==> src/rtl/sram_guard_pkg.sv <==
package sram_guard_pkg;
    typedef enum logic [1:0] {
        PS_DOWN    = 2'd0,
        PS_RECOVER = 2'd1,
        PS_UP      = 2'd2
    } pwr_state_e;

    typedef enum logic [1:0] {
        RS_HOLD = 2'd0,
        RS_TIME = 2'd1,
        RS_RUN  = 2'd2
    } rst_state_e;
endpackage

==> src/rtl/pwr_seq_fsm.sv <==
module pwr_seq_fsm
    import sram_guard_pkg::*;
#(
    parameter int REC_CYC = 8
) (
    input  logic clk,
    input  logic arst_n,
    input  logic supply_ok,
    input  logic batt_low,
    output logic write_prot,
    output logic batt_warn_n
);
    localparam int CW = $clog2(REC_CYC + 1);
    localparam logic [CW-1:0] LAST = CW'(REC_CYC - 1);

    pwr_state_e      state, nxt;
    logic [CW-1:0]   cnt;

    // next-state decode
    always_comb begin
        nxt = state;
        unique case (state)
            PS_DOWN:    if (supply_ok) nxt = PS_RECOVER;
            PS_RECOVER: if (!supply_ok) nxt = PS_DOWN;
                        else if (cnt == LAST) nxt = PS_UP;
            PS_UP:      if (!supply_ok) nxt = PS_DOWN;
            default:    nxt = PS_DOWN;
        endcase
    end

    // state register, hold counter and warning latch
    always_ff @(posedge clk or negedge arst_n) begin
        if (!arst_n) begin
            state       <= PS_DOWN;
            cnt         <= '0;
            batt_warn_n <= 1'b1;
        end else begin
            state <= nxt;
            cnt   <= (state == PS_RECOVER && nxt == PS_RECOVER) ? cnt + 1'b1 : '0;
            if (state == PS_RECOVER && nxt == PS_UP)
                batt_warn_n <= ~batt_low;
        end
    end

    // outputs
    always_comb begin
        write_prot = !supply_ok || (state != PS_UP);
    end

    p_cnt_bound_r4: assert property (@(posedge clk) disable iff (!arst_n)
        cnt <= LAST);
    p_up_after_hold_r4: assert property (@(posedge clk) disable iff (!arst_n)
        (state == PS_UP && $past(state) == PS_RECOVER) |-> $past(cnt) == LAST);
    p_warn_hold_r7: assert property (@(posedge clk) disable iff (!arst_n)
        !($past(state) == PS_RECOVER && state == PS_UP) |-> $stable(batt_warn_n));
endmodule

==> src/rtl/rst_gen_fsm.sv <==
module rst_gen_fsm
    import sram_guard_pkg::*;
#(
    parameter int RST_CYC = 8,
    parameter int PB_MIN  = 4
) (
    input  logic clk,
    input  logic arst_n,
    input  logic supply_ok,
    input  logic pb_n,
    output logic sys_rst_n
);
    localparam int CW = $clog2(RST_CYC + 1);
    localparam int PW = $clog2(PB_MIN + 1);
    localparam logic [CW-1:0] LAST = CW'(RST_CYC - 1);
    localparam logic [PW-1:0] PB_TOP = PW'(PB_MIN);

    rst_state_e     state, nxt;
    logic [CW-1:0]  cnt;
    logic [PW-1:0]  pb_cnt;
    logic           pb_held;

    assign pb_held = (pb_cnt == PB_TOP);

    // press qualifier: saturating run length of a low button
    always_ff @(posedge clk or negedge arst_n) begin
        if (!arst_n)     pb_cnt <= '0;
        else if (pb_n)   pb_cnt <= '0;
        else if (!pb_held) pb_cnt <= pb_cnt + 1'b1;
    end

    always_comb begin
        nxt = state;
        unique case (state)
            RS_HOLD: if (supply_ok && !pb_held) nxt = RS_TIME;
            RS_TIME: if (!supply_ok || pb_held) nxt = RS_HOLD;
                     else if (cnt == LAST) nxt = RS_RUN;
            RS_RUN:  if (!supply_ok || pb_held) nxt = RS_HOLD;
            default: nxt = RS_HOLD;
        endcase
    end

    always_ff @(posedge clk or negedge arst_n) begin
        if (!arst_n) begin
            state <= RS_HOLD;
            cnt   <= '0;
        end else begin
            state <= nxt;
            cnt   <= (state == RS_TIME && nxt == RS_TIME) ? cnt + 1'b1 : '0;
        end
    end

    always_comb begin
        sys_rst_n = supply_ok && (state == RS_RUN);
    end

    p_run_after_count_r6: assert property (@(posedge clk) disable iff (!arst_n)
        (state == RS_RUN && $past(state) == RS_TIME) |-> $past(cnt) == LAST);
    p_press_qualified_r8: assert property (@(posedge clk) disable iff (!arst_n)
        pb_held |-> $past(!pb_n));
endmodule

==> src/rtl/bank_decode.sv <==
module bank_decode #(
    parameter int BANKS = 2,
    localparam int SELW = (BANKS > 1) ? $clog2(BANKS) : 1
) (
    input  logic            write_prot,
    input  logic            cen_in,
    input  logic [SELW-1:0] bank_sel,
    output logic [BANKS-1:0] cen_n
);
    for (genvar g = 0; g < BANKS; g++) begin : g_bank
        assign cen_n[g] = write_prot | cen_in | (bank_sel != SELW'(g));
    end
endmodule

==> src/rtl/sram_pwr_guard.sv <==
module sram_pwr_guard #(
    parameter int REC_CYC = 8_000_000,
    parameter int RST_CYC = 8_000_000,
    parameter int PB_MIN  = 200
) (
    input  logic       clk,
    input  logic       arst_n,
    input  logic       supply_ok,
    input  logic       batt_low,
    input  logic       pb_n,
    input  logic       cen_in,
    input  logic       bank_sel,
    output logic [1:0] cen_out_n,
    output logic       sys_rst_n,
    output logic       batt_warn_n
);
    logic write_prot;

    pwr_seq_fsm #(.REC_CYC(REC_CYC)) u_pwr (
        .clk(clk), .arst_n(arst_n), .supply_ok(supply_ok), .batt_low(batt_low),
        .write_prot(write_prot), .batt_warn_n(batt_warn_n)
    );

    rst_gen_fsm #(.RST_CYC(RST_CYC), .PB_MIN(PB_MIN)) u_rst (
        .clk(clk), .arst_n(arst_n), .supply_ok(supply_ok), .pb_n(pb_n),
        .sys_rst_n(sys_rst_n)
    );

    bank_decode #(.BANKS(2)) u_dec (
        .write_prot(write_prot), .cen_in(cen_in), .bank_sel(bank_sel),
        .cen_n(cen_out_n)
    );

    p_idle_r1: assert property (@(posedge clk) disable iff (!arst_n)
        cen_in |-> (cen_out_n == 2'b11));
    p_onehot_r2: assert property (@(posedge clk) disable iff (!arst_n)
        $onehot0(~cen_out_n));
    p_select_r2: assert property (@(posedge clk) disable iff (!arst_n)
        (!write_prot && !cen_in) |-> (cen_out_n[bank_sel] == 1'b0));
    p_drop_prot_r3: assert property (@(posedge clk) disable iff (!arst_n)
        !supply_ok |-> (cen_out_n == 2'b11));
    p_drop_rst_r5: assert property (@(posedge clk) disable iff (!arst_n)
        !supply_ok |-> !sys_rst_n);
endmodule

==> config.mk <==
export PLATFORM = sky130hd
export DESIGN_NAME = sram_pwr_guard
export DESIGN_NICKNAME = d
export VERILOG_FILES = /design/src/rtl/sram_guard_pkg.sv /design/src/rtl/pwr_seq_fsm.sv /design/src/rtl/rst_gen_fsm.sv /design/src/rtl/bank_decode.sv /design/src/rtl/sram_pwr_guard.sv
export SDC_FILE = /design/constraint.sdc
export NUM_CORES = 1
export LEC_CHECK = 0
export BUFFER_PORTS_ARGS = -buffer_cell sky130_fd_sc_hd__buf_4
export CAP_MARGIN = 20
export CORE_UTILIZATION = 62
export DETAILED_ROUTE_END_ITERATION = 7
export GPL_ROUTABILITY_DRIVEN = 0
export HOLD_SLACK_MARGIN = 0.06
export PLACE_DENSITY = 0.89
export SETUP_SLACK_MARGIN = 0.02
export SYNTH_ARGS = -nofsm -noshare
export SYNTH_HDL_FRONTEND = slang
export SYNTH_HIERARCHICAL = 1
export SYNTH_SLANG_ARGS = --single-unit
export TNS_END_PERCENT = 20
==> constraint.sdc <==
create_clock -name clk -period 5.15 [get_ports clk]
set_clock_uncertainty 0.15 [all_clocks]
set_input_delay 0 -clock clk [delete_from_list [all_inputs] [get_ports clk]]
set_output_delay 0 -clock clk [all_outputs]
set_load 0.05 [all_outputs]
# After elaboration in Yosys (flattened, before gate mapping)
# Index checks and enable logic that the tools add are counted.
[totals] reg_bits=59 inputBits=7 elab_cells=51
[op_classes] n_eq_ne=12 bitwise_logic=5 reduce_logical=11 n_addsub=3 muxes=14
[op_table] operator="adder 23 x 1 -> 23 bit (second input constant)" n=2
[op_table] operator="equality test 23 bit (second input constant)" n=2
[op_table] operator="2-to-1 mux 23 bit" n=2
[op_table] operator="2-to-1 mux 2 bit" n=8
[op_table] operator="2-to-1 mux 8 bit" n=2
[op_table] operator="case mux 2 bit (3 select lines)" n=2
[op_table] operator="adder 8 x 1 -> 8 bit (second input constant)" n=1
[op_table] operator="equality test 2 x 1 -> 1 bit (second input constant)" n=4
[op_table] operator="equality test 8 bit (second input constant)" n=1
[op_table] operator="equality test 2 bit (second input constant)" n=3
[op_table] operator="logical AND 1 bit" n=5
[op_table] operator="logical NOT 2 bit" n=2
[op_table] operator="!= test 2 bit (second input constant)" n=2
[op_table] operator="OR 1 bit" n=3
[op_table] operator="logical NOT 1 bit" n=2
[op_table] operator="logical OR 1 bit" n=2
[op_table] operator="NOT 1 bit" n=2

# Longest topological paths before layout
[depth] ltp_word=8 ltp_mapped=6

# Cells and area by module
# The synthesis kept the hierarchy.
[modules_own_cells] module="rst_gen_fsm" area_per_inst_um2=1674.1 n_inst=1 cells_each=171
[modules_own_cells] module="pwr_seq_fsm" area_per_inst_um2=1313.8 n_inst=1 cells_each=128
[modules_own_cells] module="bank_decode" area_per_inst_um2=15.0 n_inst=1 cells_each=2

# Least setup slack after synthesis
# No wires, ideal clock.
[synth_timing] kind="flip-flop to flip-flop" start="register u_pwr.cnt[9]" end="register u_pwr.cnt[17]" path_stages_with_launch=6 arrival_ns=1.829 setup_ns=0.126 slack_ns=3.045 cell_sequence="dfrtp_1 or4b_1 or4_4 o21bai_4 buf_6 a21oi_1"
[synth_between] elab_chain_len=7 word_cells_on_any_way=8
[synth_lines] item="start, declared" line="pwr_seq_fsm.sv:17" source="logic [CW-1:0] cnt;"
[synth_lines] item="start signal, assigned" line="pwr_seq_fsm.sv:39" source="cnt <= (state == PS_RECOVER && nxt == PS_RECOVER) ? cnt + 1'b1 : '0;"
[synth_lines] item="equality test 23 bit" line="pwr_seq_fsm.sv:25" source="else if (cnt == LAST) nxt = PS_UP;"
[synth_lines] item="2-to-1 mux 2 bit" line="pwr_seq_fsm.sv:25"
[synth_lines] item="2-to-1 mux 2 bit" line="pwr_seq_fsm.sv:24" source="PS_RECOVER: if (!supply_ok) nxt = PS_DOWN;"
[synth_lines] item="case mux 2 bit (3 select lines)" line="pwr_seq_fsm.sv:22" source="unique case (state)"
[synth_lines] item="equality test 2 x 1 -> 1 bit" line="pwr_seq_fsm.sv:39"
[synth_lines] item="logical AND 1 bit" line="pwr_seq_fsm.sv:39"
[synth_lines] item="2-to-1 mux 23 bit *" line="pwr_seq_fsm.sv:39"
# Mark *: on every way between the ends. The rest lies on a longest branch, timed or not.
# A chain may end at the register's enable or synchronous reset.

# Worst setup path after layout
[layout_timing] start="register u_pwr.cnt[9]" end="register u_pwr.batt_warn_n"
[layout_between] elab_chain_len=6
[layout_lines] item="equality test 23 bit" line="pwr_seq_fsm.sv:25"
[layout_lines] item="2-to-1 mux 2 bit" line="pwr_seq_fsm.sv:25"
[layout_lines] item="2-to-1 mux 2 bit" line="pwr_seq_fsm.sv:24"
[layout_lines] item="case mux 2 bit (3 select lines)" line="pwr_seq_fsm.sv:22"
[layout_lines] item="equality test 2 bit" line="pwr_seq_fsm.sv:40" source="if (state == PS_RECOVER && nxt == PS_UP)"
[layout_lines] item="logical AND 1 bit" line="pwr_seq_fsm.sv:40"
[layout_lines] item="end signal, assigned" line="pwr_seq_fsm.sv:41" source="batt_warn_n <= ~batt_low;"
[layout_lines] item="end, declared" line="pwr_seq_fsm.sv:11" source="output logic batt_warn_n"
# Every way passes these cells.

==> metrics.txt <==
ant diodes=0; Net Count, Synth=312; residual antenna-violating net count after detailed routing=0; vias per cell=6.04; io pins=11; Initial Utilization=66.7%; CTS Root Cell=clkbuf_8; clk sink count=59; Initial DRC Count=200; Max VDD drop=0.248 mV; time the worst path needs with I/O delays and setup=2.76 ns; die height=71.6 um; gate count of the mapped netlist=between 300 and 400; Yosys top cell area share=around 48%; Rows=24; Total GRT Usage=roughly a quarter; # setup viols final=0; Syn Area/Cell=~10 um^2; sequential share of the synthesized area=49.2%; Die Wd=between 70 and 80 um; YS warnings=6; Seq cells post-synth=59; Core Region=about 4500 um^2; crit path DAT=2.85 ns; Setup crit start kind=flip-flop; total setup buffers inserted after CTS=0; H-tree depth=3; pin count of the biggest net entering global routing=60; post-route setup TNS=0 ns; WHS=0.128 ns; TritonCTS buffer count=9; dominant cell type by area after synthesis=dfrtp_1; CTS tree=done; CP Capture Type=flip-flop; die area=5130 um^2; RSZ-0062 raised after global routing=no; ys async rst share=100%; max cap viols=0; dpl hpwl=3.71 mm; ys flop type=dfrtp_1; I/O Buffers=10; Slew HR=51.0%; CP Class=flip-flop to flip-flop; post-cts sizing count=0; Post-synth EDFFs=0; CTS max path bufs=2; Via Count=2,271; post-synth cell types=44; DR pass1 iterations=4; part of the cycle the worst path needs=53.5%; worst min path class=primary input to asynchronous set/reset pin; first-pass GRT wire length=approximately 10 mm; global route total overflow=0; drt total wl=5.82 mm; Nets=331; ranking of synthesized cells by area=dfrtp_1 48%, xor2_1 5.8%, nor2_1 5.5%; # placed instances=356; DRC Markers=0; worst slew pin tran=0.735 ns; Routed WL per cell=15.5 um; overall power=between 800 and 900 uW; vias in the first global route=2,228; post-route insts no fill=376; area growth from synthesis to layout=11.0%; Final Hold Fails=0; ratio of cells with drive above 1 in the final layout=between 10 and 15%; PD cells=265 nW/um^2; Leak Pwr=0.00137 uW; WP data required=around 5.2 ns; initial antenna violation count=0; Max Fanout on Critical Path=5; status=complete, no violations; Mapped Area=between 3000 and 4000 um^2; max-slew violation count=0; FMAX=0.363 GHz; Clk Latency, worst-skew pair=0.33 ns; Worst-path clk slew=0.06 ns
-- routing by layer --
| layer | up-vias | wire [um] | share of wire [%] | track usage [%] |
|---|---|---|---|---|
| met1 | 1100 | 2650 | 45 | 33.6 |
| li1 | 1112 | - | - | - |
| met2 | 52 | 2900 | 50 | 41.8 |
| met3 | 7 | 194 | 3.3 | 5.20 |
| met4 | 0 | 72 | 1.2 | 11.1 |
| met5 | - | 0 | 0 | 0 |
-- power breakdown --
group,switching (uW),internal [uW],leakage [uW]
sequential,4.40,468,0.000812
clock,167,210,0.0000953
combinational,23.0,12.0,0.000459
total,194,690,0.00137
-- cells in the final DEF (no fill, tap or decap), types with 2 or more instances in the layout --
| cell type | n |
|---|---|
| nor4b_1 | 2 |
| o31ai_1 | 3 |
| or3_1 | 12 |
| nand4_1 | 12 |
| o21ai_0 | 11 |
| dlygate4sd3_1 | 5 |
| nor2_1 | 44 |
| inv_1 | 9 |
| and2_1 | 2 |
| and4_1 | 9 |
| clkbuf_8 | 12 |
| nand2_1 | 15 |
| nor3_1 | 4 |
| ha_1 | 4 |
| a21oi_1 | 15 |
| nor4_1 | 4 |
| clkinv_2 | 2 |
| or4_4 | 3 |
| nand3_1 | 17 |
| xor2_1 | 20 |
| and3_1 | 7 |
| or4_1 | 4 |
| buf_4 | 11 |
| nand2b_1 | 4 |
| xnor2_1 | 15 |
| dfrtp_1 | 58 |
-- cells by family (layout without fill, tap and decap cells) --
logic type | Yosys count | count (layout) | synth area share, %
simple gates | 148 | 148 | 28.0
fa+ha+maj | 4 | 4 | 1.67
mux | 1 | 1 | 0.333
compound gates | 37 | 37 | 7.92
buf+inv | 17 | 40 | 2.67
xor+xnor | 35 | 35 | 10.2
flops | 59 | 59 | 49.2
-- state kept, by name (all words and copies together), names as in the netlist --
register,flops
u_rst/pb_cnt,8
u_pwr/state,2
u_rst/cnt,23
u_pwr/cnt,23
u_pwr/batt_warn_n,1
u_rst/state,2
-- area by class of cell --
cell class | count | area (um^2)
inverter | 9 | 33.8
fill | 287 | 1170
clock buffer | 13 | 169
tap | 52 | 65.1
clock inverter | 2 | 10.0
sequential | 59 | 1480
timing repair buffer | 16 | 133
multi-input combinational | 225 | 1450
-- through the flow --
| step | setup slack [ns] | util [%] | instance area, um^2 |
|---|---|---|---|
| 2_1_floorplan | 3.04 | - | 3000 |
| 3_3_place_gp | 2.80 | 68.9 | 3100 |
| 3_5_place_dp | 2.76 | 68.9 | 3100 |
| 4_1_cts | 2.45 | 74.0 | 3330 |
| 5_1_grt | 2.31 | 74.0 | 3330 |
| 6_report | 2.39 | 74.0 | 3330 |
-- worst paths after layout --
check	to	from	depth (start not counted)	slack [ns]
min in group clk	cen_out_n[0]	bank_sel	3	0.20
hold reg to reg	u_rst/state[0]	u_rst/state[1]	1	0.30
setup / recovery	u_pwr/batt_warn_n	u_pwr/cnt[9]	5	2.39
hold / removal	u_rst/cnt[21]	arst_n	2	0.13
setup reg to reg	u_pwr/batt_warn_n	u_pwr/cnt[9]	5	2.39
max in group asynchronous	u_pwr/cnt[13]	arst_n	2	4.24
-- Yosys cell counts, types with 3 or more instances --
cell type  count
clkbuf_1       4
or3_1         12
a21oi_1       15
and4_1         9
nand2b_1       4
ha_1           4
nor4_1         4
nor2_1        44
or4_1          4
nand4_1       12
nor3_1         4
o21ai_0       12
nand2_1       15
or4_4          3
dfrtp_1       58
o31ai_1        3
nand3_1       17
inv_1          9
xor2_1        20
xnor2_1       15
and3_1         7
-- worst max-delay path, stage by stage, from the launching register on --
cell,delay (ns)
dfrtp_1,0.42
or4b_1,0.54
or4_4,0.61
o31ai_2,0.26
o41ai_2,0.11
dlygate4sd3_1,0.59
-- repair_timing --
item	4_1_cts	5_1_grt
setup endpoints to repair	0	0
hold buffers	5	0
hold endpoints to repair	75	0
Power figures use the tool's default switching activity.
